[config.mk]
export PLATFORM = sky130hd
export DESIGN_NAME = mulneg_unit
export DESIGN_NICKNAME = d
export VERILOG_FILES = /design/src/rtl/mn_pkg.sv /design/src/rtl/mn_decode.sv /design/src/rtl/mn_datapath.sv /design/src/rtl/mn_flags.sv /design/src/rtl/mulneg_unit.sv
export SDC_FILE = /design/constraint.sdc
export NUM_CORES = 2
export LEC_CHECK = 0
export CAP_MARGIN = 20
export CELL_PAD_IN_SITES_DETAIL_PLACEMENT = 0
export CELL_PAD_IN_SITES_GLOBAL_PLACEMENT = 1
export CORE_MARGIN = 5
export CORE_UTILIZATION = 53
export CTS_BUF_LIST = sky130_fd_sc_hd__clkbuf_4
export DETAILED_ROUTE_END_ITERATION = 10
export DONT_BUFFER_PORTS = 1
export PLACE_DENSITY_LB_ADDON = 0.1
export RECOVER_POWER = 100
export SKIP_CTS_REPAIR_TIMING = 1
export SLEW_MARGIN = 20
export SYNTH_ARGS = -nofsm -noshare
export SYNTH_HDL_FRONTEND = slang
export SYNTH_HIERARCHICAL = 1
export SYNTH_SLANG_ARGS = --single-unit
[constraint.sdc]
create_clock -name clk -period 14.4 [get_ports clk]
set_clock_uncertainty 0.2 [all_clocks]
set_input_delay 2.88 -clock clk [delete_from_list [all_inputs] [get_ports clk]]
set_output_delay 2.88 -clock clk [all_outputs]
set_load 0.005 [all_outputs]
[src/rtl/mn_pkg.sv]
package mn_pkg;
  localparam int unsigned XLEN = 32;
  localparam int unsigned IMMW = 16;
  localparam int unsigned OPW  = 3;

  typedef enum logic [OPW-1:0] {
    OP_NEG    = 3'd0,
    OP_MULLW  = 3'd1,
    OP_MULLI  = 3'd2,
    OP_MULHW  = 3'd3,
    OP_MULHWU = 3'd4
  } mn_op_e;

  typedef struct packed {
    logic neg;
    logic pos;
    logic zero;
    logic so;
  } mn_cond_t;
endpackage

[src/rtl/mn_decode.sv]
module mn_decode
  import mn_pkg::*;
(
  input  logic [OPW-1:0] op,
  input  logic           rec,
  input  logic           oe,
  output logic           rec_eff,
  output logic           oe_eff
);
  logic rec_ok;
  logic oe_ok;

  always_comb begin
    rec_ok = 1'b0;
    oe_ok  = 1'b0;
    case (mn_op_e'(op))
      OP_NEG:    begin rec_ok = 1'b1; oe_ok = 1'b1; end
      OP_MULLW:  begin rec_ok = 1'b1; oe_ok = 1'b1; end
      OP_MULHW:  rec_ok = 1'b1;
      OP_MULHWU: rec_ok = 1'b1;
      default:   begin rec_ok = 1'b0; oe_ok = 1'b0; end
    endcase
  end

  assign rec_eff = rec & rec_ok;
  assign oe_eff  = oe & oe_ok;
endmodule

[src/rtl/mn_datapath.sv]
module mn_datapath
  import mn_pkg::*;
#(
  parameter int unsigned W  = XLEN,
  parameter int unsigned IW = IMMW
) (
  input  logic [OPW-1:0] op,
  input  logic [W-1:0]   a,
  input  logic [W-1:0]   b,
  input  logic [IW-1:0]  imm,
  output logic [W-1:0]   res,
  output logic           ovf
);
  localparam int unsigned MW = W + 1;      // multiplier operand width
  localparam int unsigned PW = 2 * MW;     // full product width

  logic          a_signed;
  logic [W-1:0]  b_sel;
  logic [MW-1:0] ma;
  logic [MW-1:0] mb;
  logic [PW-1:0] prod;
  logic [W-1:0]  neg_res;
  logic          neg_ovf;
  logic          lo_ovf;

  // one shared signed (W+1)x(W+1) multiplier; the extra bit carries either
  // the sign or a zero, depending on whether the operands are unsigned
  assign a_signed = (mn_op_e'(op) != OP_MULHWU);
  assign b_sel    = (mn_op_e'(op) == OP_MULLI) ? {{(W-IW){imm[IW-1]}}, imm} : b;
  assign ma       = {a_signed & a[W-1], a};
  assign mb       = {a_signed & b_sel[W-1], b_sel};
  assign prod     = {{MW{ma[MW-1]}}, ma} * {{MW{mb[MW-1]}}, mb};

  // low word fits in W signed bits only if the high word is its sign copy
  assign lo_ovf   = (prod[2*W-1:W] != {W{prod[W-1]}});

  assign neg_res  = ~a + W'(1);
  assign neg_ovf  = (a == {1'b1, {(W-1){1'b0}}});

  always_comb begin
    res = '0;
    ovf = 1'b0;
    case (mn_op_e'(op))
      OP_NEG:    begin res = neg_res; ovf = neg_ovf; end
      OP_MULLW:  begin res = prod[W-1:0]; ovf = lo_ovf; end
      OP_MULLI:  res = prod[W-1:0];
      OP_MULHW:  res = prod[2*W-1:W];
      OP_MULHWU: res = prod[2*W-1:W];
      default:   begin res = '0; ovf = 1'b0; end
    endcase
  end

  // negating the most negative value gives it back
  always_comb begin
    if (mn_op_e'(op) == OP_NEG && neg_ovf)
      assert (res == a) else $error("p_neg_min_r9 violated");
  end
endmodule

[src/rtl/mn_flags.sv]
module mn_flags
  import mn_pkg::*;
#(
  parameter int unsigned W = XLEN
) (
  input  logic         clk,
  input  logic         rst,
  input  logic         fire,
  input  logic         upd_cr,
  input  logic         upd_ov,
  input  logic         ovf,
  input  logic [W-1:0] res,
  output mn_cond_t     cond,
  output logic         so,
  output logic         ov
);
  mn_cond_t cond_q;
  logic     so_q;
  logic     ov_q;
  logic     so_nx;
  logic     cr_fire;
  logic     ov_fire;

  assign cr_fire = fire & upd_cr;
  assign ov_fire = fire & upd_ov;
  assign so_nx   = so_q | (upd_ov & ovf);

  always_ff @(posedge clk) begin
    if (rst) begin
      cond_q <= '0;
      so_q   <= 1'b0;
      ov_q   <= 1'b0;
    end else begin
      if (ov_fire) begin
        ov_q <= ovf;
        so_q <= so_nx;
      end
      if (cr_fire) begin
        cond_q.neg  <= res[W-1];
        cond_q.pos  <= ~res[W-1] & (|res);
        cond_q.zero <= ~(|res);
        cond_q.so   <= so_nx;
      end
    end
  end

  assign cond = cond_q;
  assign so   = so_q;
  assign ov   = ov_q;

  p_so_sticky_r8: assert property (@(posedge clk) disable iff (rst)
    so_q |=> so_q);

  p_ovf_hold_r10: assert property (@(posedge clk) disable iff (rst)
    !ov_fire |=> $stable(ov_q) && $stable(so_q));

  p_cond_hold_r6: assert property (@(posedge clk) disable iff (rst)
    !cr_fire |=> $stable(cond_q));

  p_cond_class_r7: assert property (@(posedge clk) disable iff (rst)
    cr_fire |=> ($countones({cond_q.neg, cond_q.pos, cond_q.zero}) == 1)
                && (cond_q.so == so_q));
endmodule

[src/rtl/mulneg_unit.sv]
module mulneg_unit
  import mn_pkg::*;
(
  input  logic        clk,
  input  logic        rst,
  input  logic        in_valid,
  output logic        in_ready,
  input  logic [2:0]  in_op,
  input  logic        in_rec,
  input  logic        in_oe,
  input  logic [31:0] in_a,
  input  logic [31:0] in_b,
  input  logic [15:0] in_imm,
  output logic        out_valid,
  input  logic        out_ready,
  output logic [31:0] out_res,
  output logic [3:0]  cr_field,
  output logic        xer_so,
  output logic        xer_ov
);
  logic            fire;
  logic            rec_eff;
  logic            oe_eff;
  logic [XLEN-1:0] dp_res;
  logic            dp_ovf;
  logic            vld_q;
  logic [XLEN-1:0] res_q;
  mn_cond_t        cond;

  assign in_ready = ~vld_q | out_ready;
  assign fire     = in_valid & in_ready;

  mn_decode u_dec (
    .op      (in_op),
    .rec     (in_rec),
    .oe      (in_oe),
    .rec_eff (rec_eff),
    .oe_eff  (oe_eff)
  );

  mn_datapath #(.W(XLEN), .IW(IMMW)) u_dp (
    .op  (in_op),
    .a   (in_a),
    .b   (in_b),
    .imm (in_imm),
    .res (dp_res),
    .ovf (dp_ovf)
  );

  mn_flags #(.W(XLEN)) u_flags (
    .clk    (clk),
    .rst    (rst),
    .fire   (fire),
    .upd_cr (rec_eff),
    .upd_ov (oe_eff),
    .ovf    (dp_ovf),
    .res    (dp_res),
    .cond   (cond),
    .so     (xer_so),
    .ov     (xer_ov)
  );

  always_ff @(posedge clk) begin
    if (rst) begin
      vld_q <= 1'b0;
      res_q <= '0;
    end else if (fire) begin
      vld_q <= 1'b1;
      res_q <= dp_res;
    end else if (out_ready) begin
      vld_q <= 1'b0;
    end
  end

  assign out_valid = vld_q;
  assign out_res   = res_q;
  assign cr_field  = cond;

  p_hold_r11: assert property (@(posedge clk) disable iff (rst)
    (out_valid && !out_ready) |=> out_valid && $stable(out_res));

  p_launch_r11: assert property (@(posedge clk) disable iff (rst)
    fire |=> out_valid);

  p_negmin_out_r9: assert property (@(posedge clk) disable iff (rst)
    (fire && in_op == 3'd0 && in_a == 32'h8000_0000) |=> out_res == 32'h8000_0000);
endmodule

==> run_results.csv <==
group,metric,value,unit
run_status,status,"finished with violations",
run_status,violations,"max-capacitance violations, max-slew violations",
cells_and_area,final_net_count,5960,
hold_path,hold_depth,2,
clocking,cts.clk_slew.worst_paths,130,ps
cells_and_area,final_common_cell,"fa_1",
sta,slew_viol_final,67,
logic_synthesis,synth-seq-area-share,1.86,%
placed_design,gp_congestion,0.944,
sta,worstMarginPinSlew,2370,ps
clocking,htree_levels,2,
die,rows,103,
sta,min_period,13480,ps
sta,timing.slew.headroom,-58.2,%
clocking,cts_buffers,5,
drt,drcViolationCount,0,
drt,routed_wl,125,mm
drt,drt-pass1-iter-count,5,
placed_design,place_hpwl,104,mm
logic_synthesis,ys.flop_type,"dfxtp_1",
grt,antenna_found_initial,9,
logic_synthesis,synth_top_area_share,53.5,%
grt,grt_pass1_vias,33800,
critical_path,r2r_start,"out_valid",
clocking,clock_latency,360,ps
clocking,clock_sinks,39,
critical_path,arrival,13560,ps
critical_path,cp_slowest_cell,"and2_1",
cells_and_area,mostFrequentLayoutCells,"fa_1, inv_1, nand2_1",
die,die_h,292,um
logic_synthesis,syn_inst,4766,
critical_path,crit_top_cell,"fa_1",
logic_synthesis,synth_area,42100,um^2
sta,whs,305,ps
critical_path,critPathMaxStageDelay,750,ps
critical_path,rr_worst_depth,5,
sta,clock.fmax,0.0742,GHz
die,die_w,292,um
logic_synthesis,synth-warning-count,6,
sta,tns,0,ps
clocking,cts_tree,"yes",
sta,setup_viol,0,
critical_path,critical_path_required,14480,ps
cells_and_area,area_delta_synth_final,1.35,%
sta,hold_violations,0,
drt,ant_nets,0,
placed_design,io_buffers,0,
critical_path,r2r_slack,11210,ps
critical_path,cp-end-kind,"flop",
grt,gr-usage-all-layers,30.1,%
die,start_util,53.3,%
clocking,cts_root_buf,"clkbuf_4",
hold_path,min_from,"u_flags/cond[3]",
run,maxCapViolCount,1,
sta,rsz0062_at_grt,"no",
logic_synthesis,synthTopCellsByArea,"fa_1, inv_1, nand2_1",
grt,grt_overflow,0,
logic_synthesis,syn_nets,6193,
grt,grt_max_degree,68,
logic_synthesis,synth_edf_count,0,
logic_synthesis,synth-async-reset-ratio,0,%
cells_and_area,drive_gt1_share,2.67,%
hold_path,hold_path_end,"u_flags/cond[3]",
logic_synthesis,avgSynthCellArea,8.83,um^2
placed_design,place_ws,658,ps
sta,post-route-period-util,93.6,%
clocking,cts.path.max_buffers,2,
hold_path,hp-class,"flop to flop",
die,die_area,85100,um^2
critical_path,path_class,"input pin to flop",
die,boundaryPins,129,
critical_path,crit_fanout,26,
die,core,78900,um^2
logic_synthesis,ys_types,84,
logic_synthesis,synth-seq-cells,39,
drt,drt_iter0_drc,2146,
grt,grt_pass1_wl,200,mm
logic_synthesis,synth_top_area_cell,"fa_1",
drt,routedWlPerCell,22.4,um
drt,num_vias,31000,
drt,avgViaCountPerCell,5.56,
sta,setup_slack,917,ps
critical_path,r2r_end,"u_flags/cond[0]",
critical_path,startpoint_type,"input pin",
-- synthesized netlist by cell type (8+ instances only) --
library cell  count
buf_2             8
a22oi_1          11
xor2_1           33
o21bai_1          8
a21o_1           37
inv_1          1105
mux2i_1           8
o21a_1           15
ha_1            213
dfxtp_1          39
nor3_1           27
fa_1           1125
xnor2_1          64
nand4_1          26
a211oi_1         14
buf_6             8
nand3_1          54
a21oi_1          95
and3_1           12
a21bo_1          32
o211ai_1         15
a21oi_2          32
nand2b_1          8
o21ai_0          57
o221ai_1          8
nor4_1           20
or2_2            12
nor2_1          109
nand2_1         821
clkbuf_1        271
and2_1          341
-- stage by stage --
stage               cells  cell area [um^2]  util, %
CTS                  5584             42700     54.1
detailed placement   5576             42600     54.0
finish               5587             42600     54.1
global route         5584             42600     54.0
floorplan            4766             42100        -
global placement     5576             42600     54.0
-- layout make-up --
| type | count | area [um^2] |
|---|---|---|
| fillers | 7516 | 36200 |
| inverters | 1105 | 4150 |
| repair buffers | 59 | 448 |
| multi-input cells | 3323 | 35900 |
| diodes | 3 | 7.51 |
| clock inverters | 3 | 20.0 |
| well taps | 1050 | 1310 |
| clock buffers | 5 | 37.5 |
| flip-flops and latches | 39 | 781 |
-- flip-flops by register name (all words and copies together), names as in the netlist --
signal / count
out_res: 32
out_valid: 1
u_flags/cond: 4
u_flags/ov: 1
u_flags/so: 1
-- worst max-delay path: cells and delay by family --
| family | cells | cell delay [ps] |
|---|---|---|
| and+or+nand+nor | 8 | 2300 |
| xor gates and xnor gates | 1 | 320 |
| AOI/OAI and AO/OA | 9 | 2720 |
| buffers and inverters | 6 | 920 |
| adders and majority gates | 9 | 4370 |
-- per-layer routing --
layer	track usage (%)	vias to the layer above	wire length, um
met5	0	-	0
met4	7.92	0	4250
met3	2.87	189	7140
met2	51.5	986	61600
met1	41.6	16400	52200
li1	-	13500	-
-- logic make-up (layout without fill, tap and decap cells) --
group / Yosys count / after routing / synth area share (%)
buffers and inverters: 1404 / 1172 / 12.8
other: 0 / 3 / 0
adders and majority gates: 1338 / 1338 / 59.9
AOI/OAI and AO/OA: 394 / 394 / 6.59
muxes: 10 / 10 / 0.244
and+or+nand+nor: 1483 / 1483 / 16.6
DFF: 39 / 39 / 1.86
xor gates and xnor gates: 98 / 98 / 2.06
-- worst max-delay path by stage --
| stage | start | endpoint | slack (ps) | cells after the start |
|---|---|---|---|---|
| after global placement | in_op[2] | u_flags/cond[0] | 770 | 32 |
| after floorplan | in_op[1] | u_flags/cond[2] | 2170 | 38 |
| final | in_op[2] | u_flags/cond[1] | 920 | 33 |
| after detailed placement | in_op[1] | u_flags/cond[2] | 660 | 30 |
| after CTS | in_op[1] | u_flags/cond[2] | 1030 | 30 |
| after global routing | in_op[2] | u_flags/cond[0] | 300 | 32 |
Power is not shown: default switching activity piles up to over one toggle a cycle in this logic, so the estimate is an artifact.
